==> src/rtl/evt_occ_pkg.sv <==
package evt_occ_pkg;

  // Control sequence per bin: count, compare, push into the bank.
  typedef enum logic [1:0] {
    ST_ACC = 2'd0,
    ST_THR = 2'd1,
    ST_SHF = 2'd2
  } bin_state_e;

endpackage

==> src/rtl/evt_bin_timer.sv <==
module evt_bin_timer #(
  parameter int BIN_CYCLES = 320
) (
  input  logic clk,
  input  logic rst,
  output logic tick
);

  localparam int TW = $clog2(BIN_CYCLES);
  localparam logic [TW-1:0] LAST = TW'(BIN_CYCLES - 1);

  logic [TW-1:0] cnt_q;

  always_ff @(posedge clk) begin
    if (rst) begin
      cnt_q <= '0;
    end else if (cnt_q == LAST) begin
      cnt_q <= '0;
    end else begin
      cnt_q <= cnt_q + 1'b1;
    end
  end

  assign tick = (cnt_q == LAST);

endmodule

==> src/rtl/evt_cnt_bank.sv <==
module evt_cnt_bank #(
  parameter int NX      = 16,
  parameter int XW      = 8,
  parameter int CNT_W   = 8,
  parameter int THETA_E = 3
) (
  input  logic          clk,
  input  logic          rst,
  input  logic          ev_valid,
  input  logic [XW-1:0] ev_pos,
  input  logic          acc_en,   // normal counting
  input  logic          hold_en,  // bin-closing cycle: park the event
  input  logic          load_en,  // compare cycle: restart counters
  output logic [NX-1:0] occ
);

  localparam logic [CNT_W-1:0] CNT_MAX = {CNT_W{1'b1}};
  localparam logic [CNT_W-1:0] THR     = CNT_W'(THETA_E);

  logic          pend_v_q;
  logic [XW-1:0] pend_pos_q;

  always_ff @(posedge clk) begin
    if (rst) begin
      pend_v_q   <= 1'b0;
      pend_pos_q <= '0;
    end else begin
      pend_v_q <= hold_en & ev_valid;
      if (hold_en) begin
        pend_pos_q <= ev_pos;
      end
    end
  end

  for (genvar i = 0; i < NX; i++) begin : g_pos
    logic             hit;
    logic             phit;
    logic [CNT_W-1:0] cnt_q;

    assign hit  = ev_valid && (ev_pos == XW'(i));
    assign phit = pend_v_q && (pend_pos_q == XW'(i));

    always_ff @(posedge clk) begin
      if (rst) begin
        cnt_q <= '0;
      end else if (load_en) begin
        cnt_q <= CNT_W'(phit) + CNT_W'(hit);
      end else if (acc_en && hit && (cnt_q != CNT_MAX)) begin
        cnt_q <= cnt_q + 1'b1;
      end
    end

    assign occ[i] = (cnt_q >= THR);
  end

endmodule

==> src/rtl/evt_hist_bank.sv <==
module evt_hist_bank #(
  parameter int NX    = 16,
  parameter int DEPTH = 8
) (
  input  logic                clk,
  input  logic                rst,
  input  logic                shift_en,
  input  logic [NX-1:0]       occ_in,
  output logic [NX*DEPTH-1:0] hist
);

  for (genvar i = 0; i < NX; i++) begin : g_row
    logic [DEPTH-1:0] row_q;

    always_ff @(posedge clk) begin
      if (rst) begin
        row_q <= '0;
      end else if (shift_en) begin
        row_q <= {row_q[DEPTH-2:0], occ_in[i]};
      end
    end

    assign hist[i*DEPTH +: DEPTH] = row_q;
  end

endmodule

==> src/rtl/evt_occ_history.sv <==
module evt_occ_history #(
  parameter int NX         = 16,
  parameter int XW         = 8,
  parameter int DEPTH      = 8,
  parameter int CNT_W      = 8,
  parameter int THETA_E    = 3,
  parameter int BIN_CYCLES = 320
) (
  input  logic                clk,
  input  logic                rst,
  input  logic                ev_valid,
  input  logic [XW-1:0]       ev_pos,
  output logic                bin_done,
  output logic                history_valid,
  output logic [NX*DEPTH-1:0] history
);

  import evt_occ_pkg::*;

  bin_state_e    state_q;
  logic          tick;
  logic [NX-1:0] occ_now;
  logic [NX-1:0] occ_q;
  logic          bin_done_q;
  logic          hv_q;
  logic          acc_en;
  logic          load_en;
  logic          shift_en;

  evt_bin_timer #(.BIN_CYCLES(BIN_CYCLES)) u_timer (
    .clk  (clk),
    .rst  (rst),
    .tick (tick)
  );

  assign load_en  = (state_q == ST_THR);
  assign shift_en = (state_q == ST_SHF);
  assign acc_en   = !load_en && !tick;

  evt_cnt_bank #(
    .NX(NX), .XW(XW), .CNT_W(CNT_W), .THETA_E(THETA_E)
  ) u_cnt (
    .clk      (clk),
    .rst      (rst),
    .ev_valid (ev_valid),
    .ev_pos   (ev_pos),
    .acc_en   (acc_en),
    .hold_en  (tick),
    .load_en  (load_en),
    .occ      (occ_now)
  );

  always_ff @(posedge clk) begin
    if (rst) begin
      state_q    <= ST_ACC;
      occ_q      <= '0;
      bin_done_q <= 1'b0;
      hv_q       <= 1'b0;
    end else begin
      bin_done_q <= tick;
      hv_q       <= shift_en;
      unique case (state_q)
        ST_ACC:  if (tick) state_q <= ST_THR;
        ST_THR: begin
          occ_q   <= occ_now;
          state_q <= ST_SHF;
        end
        ST_SHF:  state_q <= ST_ACC;
        default: state_q <= ST_ACC;
      endcase
    end
  end

  evt_hist_bank #(.NX(NX), .DEPTH(DEPTH)) u_hist (
    .clk      (clk),
    .rst      (rst),
    .shift_en (shift_en),
    .occ_in   (occ_q),
    .hist     (history)
  );

  assign bin_done      = bin_done_q;
  assign history_valid = hv_q;

endmodule

==> config.mk <==
export PLATFORM = sky130hd
export DESIGN_NAME = evt_occ_history
export DESIGN_NICKNAME = d
export VERILOG_FILES = /design/src/rtl/evt_occ_pkg.sv /design/src/rtl/evt_bin_timer.sv /design/src/rtl/evt_cnt_bank.sv /design/src/rtl/evt_hist_bank.sv /design/src/rtl/evt_occ_history.sv
export SDC_FILE = /design/constraint.sdc
export NUM_CORES = 1
export LEC_CHECK = 0
export BUFFER_PORTS_ARGS = -buffer_cell sky130_fd_sc_hd__clkbuf_2
export CORE_AREA = 2 2 211 161
export CTS_CLUSTER_DIAMETER = 50
export DETAILED_ROUTE_END_ITERATION = 10
export DIE_AREA = 0 0 213 163
export SLEW_MARGIN = 20
export SYNTH_ARGS = -nofsm -noshare
export SYNTH_HDL_FRONTEND = slang
export SYNTH_SLANG_ARGS = --single-unit
==> constraint.sdc <==
create_clock -name clk -period 1.9 [get_ports clk]
set_input_delay 0.095 -clock clk [delete_from_list [all_inputs] [get_ports clk]]
set_output_delay 0.095 -clock clk [all_outputs]
set_load 0.02 [all_outputs]
==> impl_metrics.toml, run 1 <==
[status]
outcome = "finished, final reports clean"

[cells_and_area]
mostFrequentLayoutCell = "sky130_fd_sc_hd__nand2_1"
n_antenna_cell = 0
finish.instance_area_sq_um = 16500
drive_above_1_share_pct = 24.2
nNetsFinal = 1850
multi_input_comb_area_sq_um = 7090
most-common-layout-cells = "sky130_fd_sc_hd__nand2_1 (339), sky130_fd_sc_hd__dfxtp_1 (290), sky130_fd_sc_hd__a21oi_1 (173)"
final_cells = 2277
layout.area.seq_sq_um = 5890
layout.filler_cells = 3097
synthToLayoutAreaGrowth_pct = 28.2

[worst_setup_path]
timing.critical_path.to_type = "flip-flop"
worst_setup_path_start_kind = "flip-flop"
critical_path_class = "flip-flop to flip-flop"
critical_path_peak_fanout = 4
worst-endpoint-arrival_ns = 2.33
critical_path_required_ns = 2.33

[grt]
globalRouteMet2Util_pct = 29.6
grtUsageMet3_pct = 3.10
grt_first_pass_wirelength_mm = 54.2
number_of_global_route_vias_before_repair = 10700
grt_max_degree = 69
initial_antenna_violation_count = 0
grt_util_all_layers_pct = 18.8
busiest_layer = "met2"
remaining_overflow_grt = 0
met1_track_usage_gr_pct = 27.4

[timing]
final_period_minus_worst_setup_slack_ns = 1.90
hold_slack_ns = 0.0854
setup_viol_count_final = 0
slew_viol_final = 0
maxSlewHeadroom_pct = 50.7
timing.fmax_mhz = 528
hold_violations = 0
unrepaired_setup_endpoints_after_global_routing = "yes"
final_critical_path_setup_slack_ns = 0.00430
worst-slew-pin-transition_ns = 0.740
final.period_utilization_pct = 99.8
finClkSkew_ns = 0.0141

[logic_synthesis]
asyncSetResetFlopFracSynth_pct = 0
primary_flip_flop_cell_chosen_by_synthesis_mapping = "sky130_fd_sc_hd__dfxtp_1"
synth.yosys.seq_area_share_pct = 45.7
synth.cell_area_sq_um = 12900
synth_edf_count = 0
synth_warnings = 0
synth_cells = 1597
synth.net_count = 1641
synth_seq_cells = 294
synthesis.area_per_instance_sq_um = 8.06
synth_cell_types = 47

[clock_network]
cts_tree = "yes"
clock_latency_ns = 0.56
clk_pin_slew_ns = 0.06
clock-root-buffer = "sky130_fd_sc_hd__clkbuf_16"
htreeDepth = 1
cts_sinks = 294
clock_path_buffers = 3
cts-buffers-inserted = 31

[place]
dpl_cell_area_sq_um = 14900
place.port_buffers = 140
pre_cts_ws_ns = -0.287
detailedPlacementHpwl_mm = 22.8
gp_congestion = 0.841
placed_cells_incl_taps = 2209

[die]
row_count = 58
dieHeight_um = 163
initial_core_util_pct = 39.2
die_w_um = 213
ios = 141
coreArea_sq_um = 32900
design.die.area_sq_um = 34700

[drt]
ant_nets = 0
drtPass1Iterations = 5
post-route-drc-count = 0
via_count = 12000
wl_per_cell_um = 15.1
first_iteration_detailed_routing_drc_count = 874
drt-total-wl_mm = 34.5
routed_via_density = 5.29

[min_path]
hold_path_class = "input pin to flip-flop"

[pwr]
ir_worst_vdd_mv = 0.547
static-leakage-power_nw = 5.97
power_density_nw_per_um2 = 759

[flow_run]
max-cap-violations = 0
[final cells by class]
class	count	area share [%]
Sequential cell	294	35.7
Clock buffer	40	5.21
Clock inverter	14	0.932
Multi-Input combinational cell	1190	42.9
Tap cell	450	3.41
Timing Repair Buffer	274	11.5
Inverter	15	0.341
[critical path, cell delays in order (launching register included)]
cell and delay, ns:
sky130_fd_sc_hd__dfxtp_2 0.33, sky130_fd_sc_hd__nor4_4 0.25, sky130_fd_sc_hd__and2_4 0.21, sky130_fd_sc_hd__or3b_4 0.44
sky130_fd_sc_hd__nor3_2 0.13, sky130_fd_sc_hd__ha_1 0.25, sky130_fd_sc_hd__nor2_1 0.10, sky130_fd_sc_hd__a211oi_1 0.05
[Yosys cell counts, drive strengths merged (15+ instances only)]
cell / number / share of area (%)
nand2: 339 / 9.9
dfxtp: 294 / 46
a21oi: 177 / 6.9
nor2: 175 / 5.1
clkbuf: 85 / 2.5
xnor2: 72 / 4.9
nor4: 63 / 3.1
nor3: 59 / 2.5
nand3: 35 / 1.4
ha: 33 / 3.2
a211oi: 31 / 1.8
nand4: 25 / 1.2
a31o: 24 / 1.6
o21ai: 19 / 0.74
a311oi: 16 / 1.1
mux2i: 16 / 1.2
or3: 16 / 0.78
inv: 15 / 0.44
[kinds of logic after synthesis]
family	Yosys count	synth area share (%)
buffers and inverters	113	3.35
XOR/XNOR	77	5.24
AO/OA/AOI/OAI	278	12.8
multiplexers	16	1.24
adder cells (fa/ha/maj)	33	3.21
flip-flops	294	45.7
AND/OR/NAND/NOR	786	28.5
[final timing paths]
path / slack (ns) / start / endpoint / depth (start not counted)
setup / recovery: 0.004 / u_cnt.pend_pos_q[7] / u_cnt.g_pos[0].cnt_q[0] / 7
hold / removal: 0.09 / ev_pos[2] / u_cnt.pend_pos_q[2] / 4
hold reg to reg: 0.45 / u_hist.g_row[13].row_q[7] / u_hist.g_row[13].row_q[7] / 2
setup reg to reg: 0.004 / u_cnt.pend_pos_q[7] / u_cnt.g_pos[0].cnt_q[0] / 7
[power by group]
group / leakage, nW / switching [mW] / total, mW / internal (mW)
clock: 0.490 / 2.55 / 6.02 / 3.47
combinational: 3.11 / 0.224 / 0.339 / 0.115
sequential: 2.37 / 0.00589 / 6.17 / 6.17
total: 5.97 / 2.78 / 12.5 / 9.75
[sequential cells by signal, summed over array words and instances (netlist names)]
signal / count
u_cnt.g_pos.cnt_q: 128
u_hist.g_row.row_q: 128
occ_q: 16
u_timer.cnt_q: 9
u_cnt.pend_pos_q: 8
state_q: 2
bin_done: 1
history_valid: 1
u_cnt.pend_v_q: 1
[per-stage QoR]
step	utilization, %	setup TNS, ns	power, mW
after CTS	48.8	-0.0362	12.7
after global placement	45.2	-4.07	6.61
final	50.2	0	12.5
after global routing	50.2	-0.902	13.0
after floorplan	-	-0.358	6.47
after detailed placement	45.2	-5.81	6.61
[metal layers]
metal	up-vias	wire length, um	share of wire (%)
met5	-	0	0
met4	0	473	1.4
met3	40	1780	5.2
met2	268	15300	44
met1	5755	16900	49
li1	5979	-	-
[repair_timing]
action,4_1_cts,5_1_grt
resized for setup,17,87
pin swaps,2,57
setup buffers,3,5
cloned,0,1
endpoints found under the hold margin,27,0
hold buffers,8,0
endpoints found under the setup margin,60,77
Power figures use the tool's default switching activity.
==> run 2: changes to the inputs <==
- CORE_AREA: 2 2 211 161 -> 2 2 218 167
- DIE_AREA: 0 0 213 163 -> 0 0 220 169
- SYNTH_HIERARCHICAL: default -> 1
==> impl_metrics.toml, run 2 <==
[pwr]
ir_worst_vdd_mv = 0.567
power.switching_fraction_pct = 22.5
share_comb_of_total_power_pct = 3.4
internal-power_mw = 10.6
clock_power_share_pct = 51.5
p_sw_mw = 3.08
static-leakage-power_nw = 6.58
power_density_nw_per_um2 = 763
seqPwrFrac_pct = 45.1

[grt]
grt_util_all_layers_pct = 18.6
grt_first_pass_wirelength_mm = 57.2
initial_antenna_violation_count = 0
remaining_overflow_grt = 0
number_of_global_route_vias_before_repair = 11000
grt_max_degree = 68

[die]
initial_core_util_pct = 39.4
row_count = 60
design.die.area_sq_um = 37200
dieHeight_um = 169
ios = 141
die_w_um = 220
coreArea_sq_um = 35100

[drt]
drtPass1Iterations = 5
first_iteration_detailed_routing_drc_count = 897
via_count = 12300
ant_nets = 0
post-route-drc-count = 0
routed_via_density = 5.50
wl_per_cell_um = 16.2
drt-total-wl_mm = 36.3

[worst_setup_path]
worst_setup_path_start_kind = "flip-flop"
worst-endpoint-arrival_ns = 2.82
timing.critical_path.to_type = "flip-flop"
rrSetupSlack_ns = -0.45
critical_path_class = "flip-flop to flip-flop"
critical_path_peak_fanout = 5
critical_path_required_ns = 2.37

[cells_and_area]
nNetsFinal = 1788
registers_with_the_highest_flip_flop_counts = "u_cnt/g_pos.cnt_q x128, u_hist/g_row.row_q x128, occ_q x16"
drive_above_1_share_pct = 26.3
mostFrequentLayoutCell = "sky130_fd_sc_hd__dfxtp_1"
final_cells = 2236
most-common-layout-cells = "sky130_fd_sc_hd__dfxtp_1 (287), sky130_fd_sc_hd__nor2_1 (207), sky130_fd_sc_hd__mux2i_1 (151)"
n_antenna_cell = 0
synthToLayoutAreaGrowth_pct = 29.7

[logic_synthesis]
synth.yosys.seq_area_share_pct = 42.5
synthesis.area_per_instance_sq_um = 9.11
synth_cell_types = 61
primary_flip_flop_cell_chosen_by_synthesis_mapping = "sky130_fd_sc_hd__dfxtp_1"
synth_warnings = 6
post-synth-top-count-cell = "sky130_fd_sc_hd__dfxtp_1"
synth.net_count = 1564
synth_largest_area_cell = "sky130_fd_sc_hd__dfxtp_1"
asyncSetResetFlopFracSynth_pct = 0
synth_seq_cells = 294
synth.top_cell.area_share_pct = 42.5
synth_edf_count = 0
most_numerous_cell_types_in_the_synthesized_netlist = "sky130_fd_sc_hd__dfxtp_1 (294), sky130_fd_sc_hd__nor2_1 (208), sky130_fd_sc_hd__mux2i_1 (151)"
synthTopCellsByArea = "sky130_fd_sc_hd__dfxtp_1 (42%), sky130_fd_sc_hd__mux2i_1 (11%), sky130_fd_sc_hd__nor2_1 (5.6%)"
synth.cell_area_sq_um = 13900
synth_cells = 1520

[timing]
setup_viol_count_final = 126
worst-slew-pin-transition_ns = 0.806
final_critical_path_setup_slack_ns = -0.446
final_period_minus_worst_setup_slack_ns = 2.35
finClkSkew_ns = 0.0117
hold_violations = 0
unrepaired_setup_endpoints_after_global_routing = "yes"
slew_viol_final = 0
final.period_utilization_pct = 123
maxSlewHeadroom_pct = 46.1
timing.fmax_mhz = 426

[min_path]
hold_path_class = "input pin to flip-flop"

[clock_network]
clk_pin_slew_ns = 0.06
clock_latency_ns = 0.53
clock_path_buffers = 3
cts_tree = "yes"
htreeDepth = 2
cts-buffers-inserted = 36
clock-root-buffer = "sky130_fd_sc_hd__clkbuf_16"
cts_sinks = 294

[place]
placed_cells_incl_taps = 2141
gp_congestion = 0.820
pre_cts_ws_ns = -0.639
detailedPlacementHpwl_mm = 23.7
place.port_buffers = 140

[status]
outcome = "complete, but fails checks"
violations = "negative setup slack"

[flow_run]
max-cap-violations = 0
run 2: repair_timing:
item | 4_1_cts | 5_1_grt
hold endpoints to repair | 17 | 0
resized for setup | 83 | 67
endpoints found under the setup margin | 128 | 128
buffers inserted | 14 | 8
pin swaps | 41 | 47
cloned | 7 | 1
hold buffers | 5 | 0
run 2: worst max-delay path, stage by stage, from the launching register on:
cell	delay, ns
sky130_fd_sc_hd__dfxtp_2	0.33
sky130_fd_sc_hd__ha_4	0.16
sky130_fd_sc_hd__inv_4	0.06
sky130_fd_sc_hd__nor4_4	0.06
sky130_fd_sc_hd__nor2_4	0.12
sky130_fd_sc_hd__or4b_4	0.50
sky130_fd_sc_hd__or3_4	0.40
sky130_fd_sc_hd__or4_4	0.53
sky130_fd_sc_hd__a21oi_2	0.12
run 2: cells by family after synthesis:
kind of cell | synth area share, %
AOI/OAI and AO/OA | 12.1
xor gates and xnor gates | 0.316
adders and majority gates | 2.98
buffers and inverters | 5.41
DFF | 42.5
muxes | 11.1
and+or+nand+nor | 25.6
run 2: cell type report:
type / instances / area, sq um
Multi-Input combinational cell: 1099 / 7980
Inverter: 32 / 123
Clock inverter: 18 / 216
Clock buffer: 47 / 1020
Tap cell: 465 / 582
Sequential cell: 294 / 5890
Fill cell: 3181 / 17200
Timing Repair Buffer: 281 / 2160
run 2: final timing paths:
| path | cells past startpoint | start | end |
|---|---|---|---|
| setup / recovery | 8 | u_timer/cnt_q[0] | u_cnt/g_pos[1].cnt_q[6] |
| hold / removal | 5 | ev_pos[5] | u_cnt/pend_pos_q[5] |
| setup reg to reg | 8 | u_timer/cnt_q[0] | u_cnt/g_pos[1].cnt_q[6] |
| hold reg to reg | 2 | occ_q[6] | occ_q[6] |
run 2: power by group through the flow:
| stage | combinational (mW) | clock [mW] | sequential, mW |
|---|---|---|---|
| CTS | 0.439 | 7.23 | 6.18 |
| floorplan | 0.202 | 0 | 6.31 |
| finish | 0.464 | 7.06 | 6.18 |
| global route | 0.497 | 7.49 | 6.17 |
| global placement | 0.383 | 0 | 6.31 |
| detailed placement | 0.386 | 0 | 6.31 |
run 2: per-stage QoR:
stage               power (mW)  cell area, sq um  hold WS (ns)  util (%)  setup TNS, ns
global route              14.2             18000        0.0710      51.2         -41.08
detailed placement        6.70             15800         0.435      45.0         -38.92
floorplan                 6.52             14200         0.160         -         -16.68
finish                    13.7             18000        0.0247      51.2         -31.74
CTS                       13.9             17600        0.0120      50.2         -30.40
global placement          6.69             15800         0.431      45.0         -35.50
run 2: per-layer routing:
layer | wire length [um] | vias up | global-route usage [%]
met2 | 15200 | 291 | 27.3
met4 | 477 | 0 | 4.67
met3 | 1800 | 37 | 2.96
met5 | 0 | - | 0
met1 | 18800 | 5882 | 28.0
li1 | - | 6092 | -
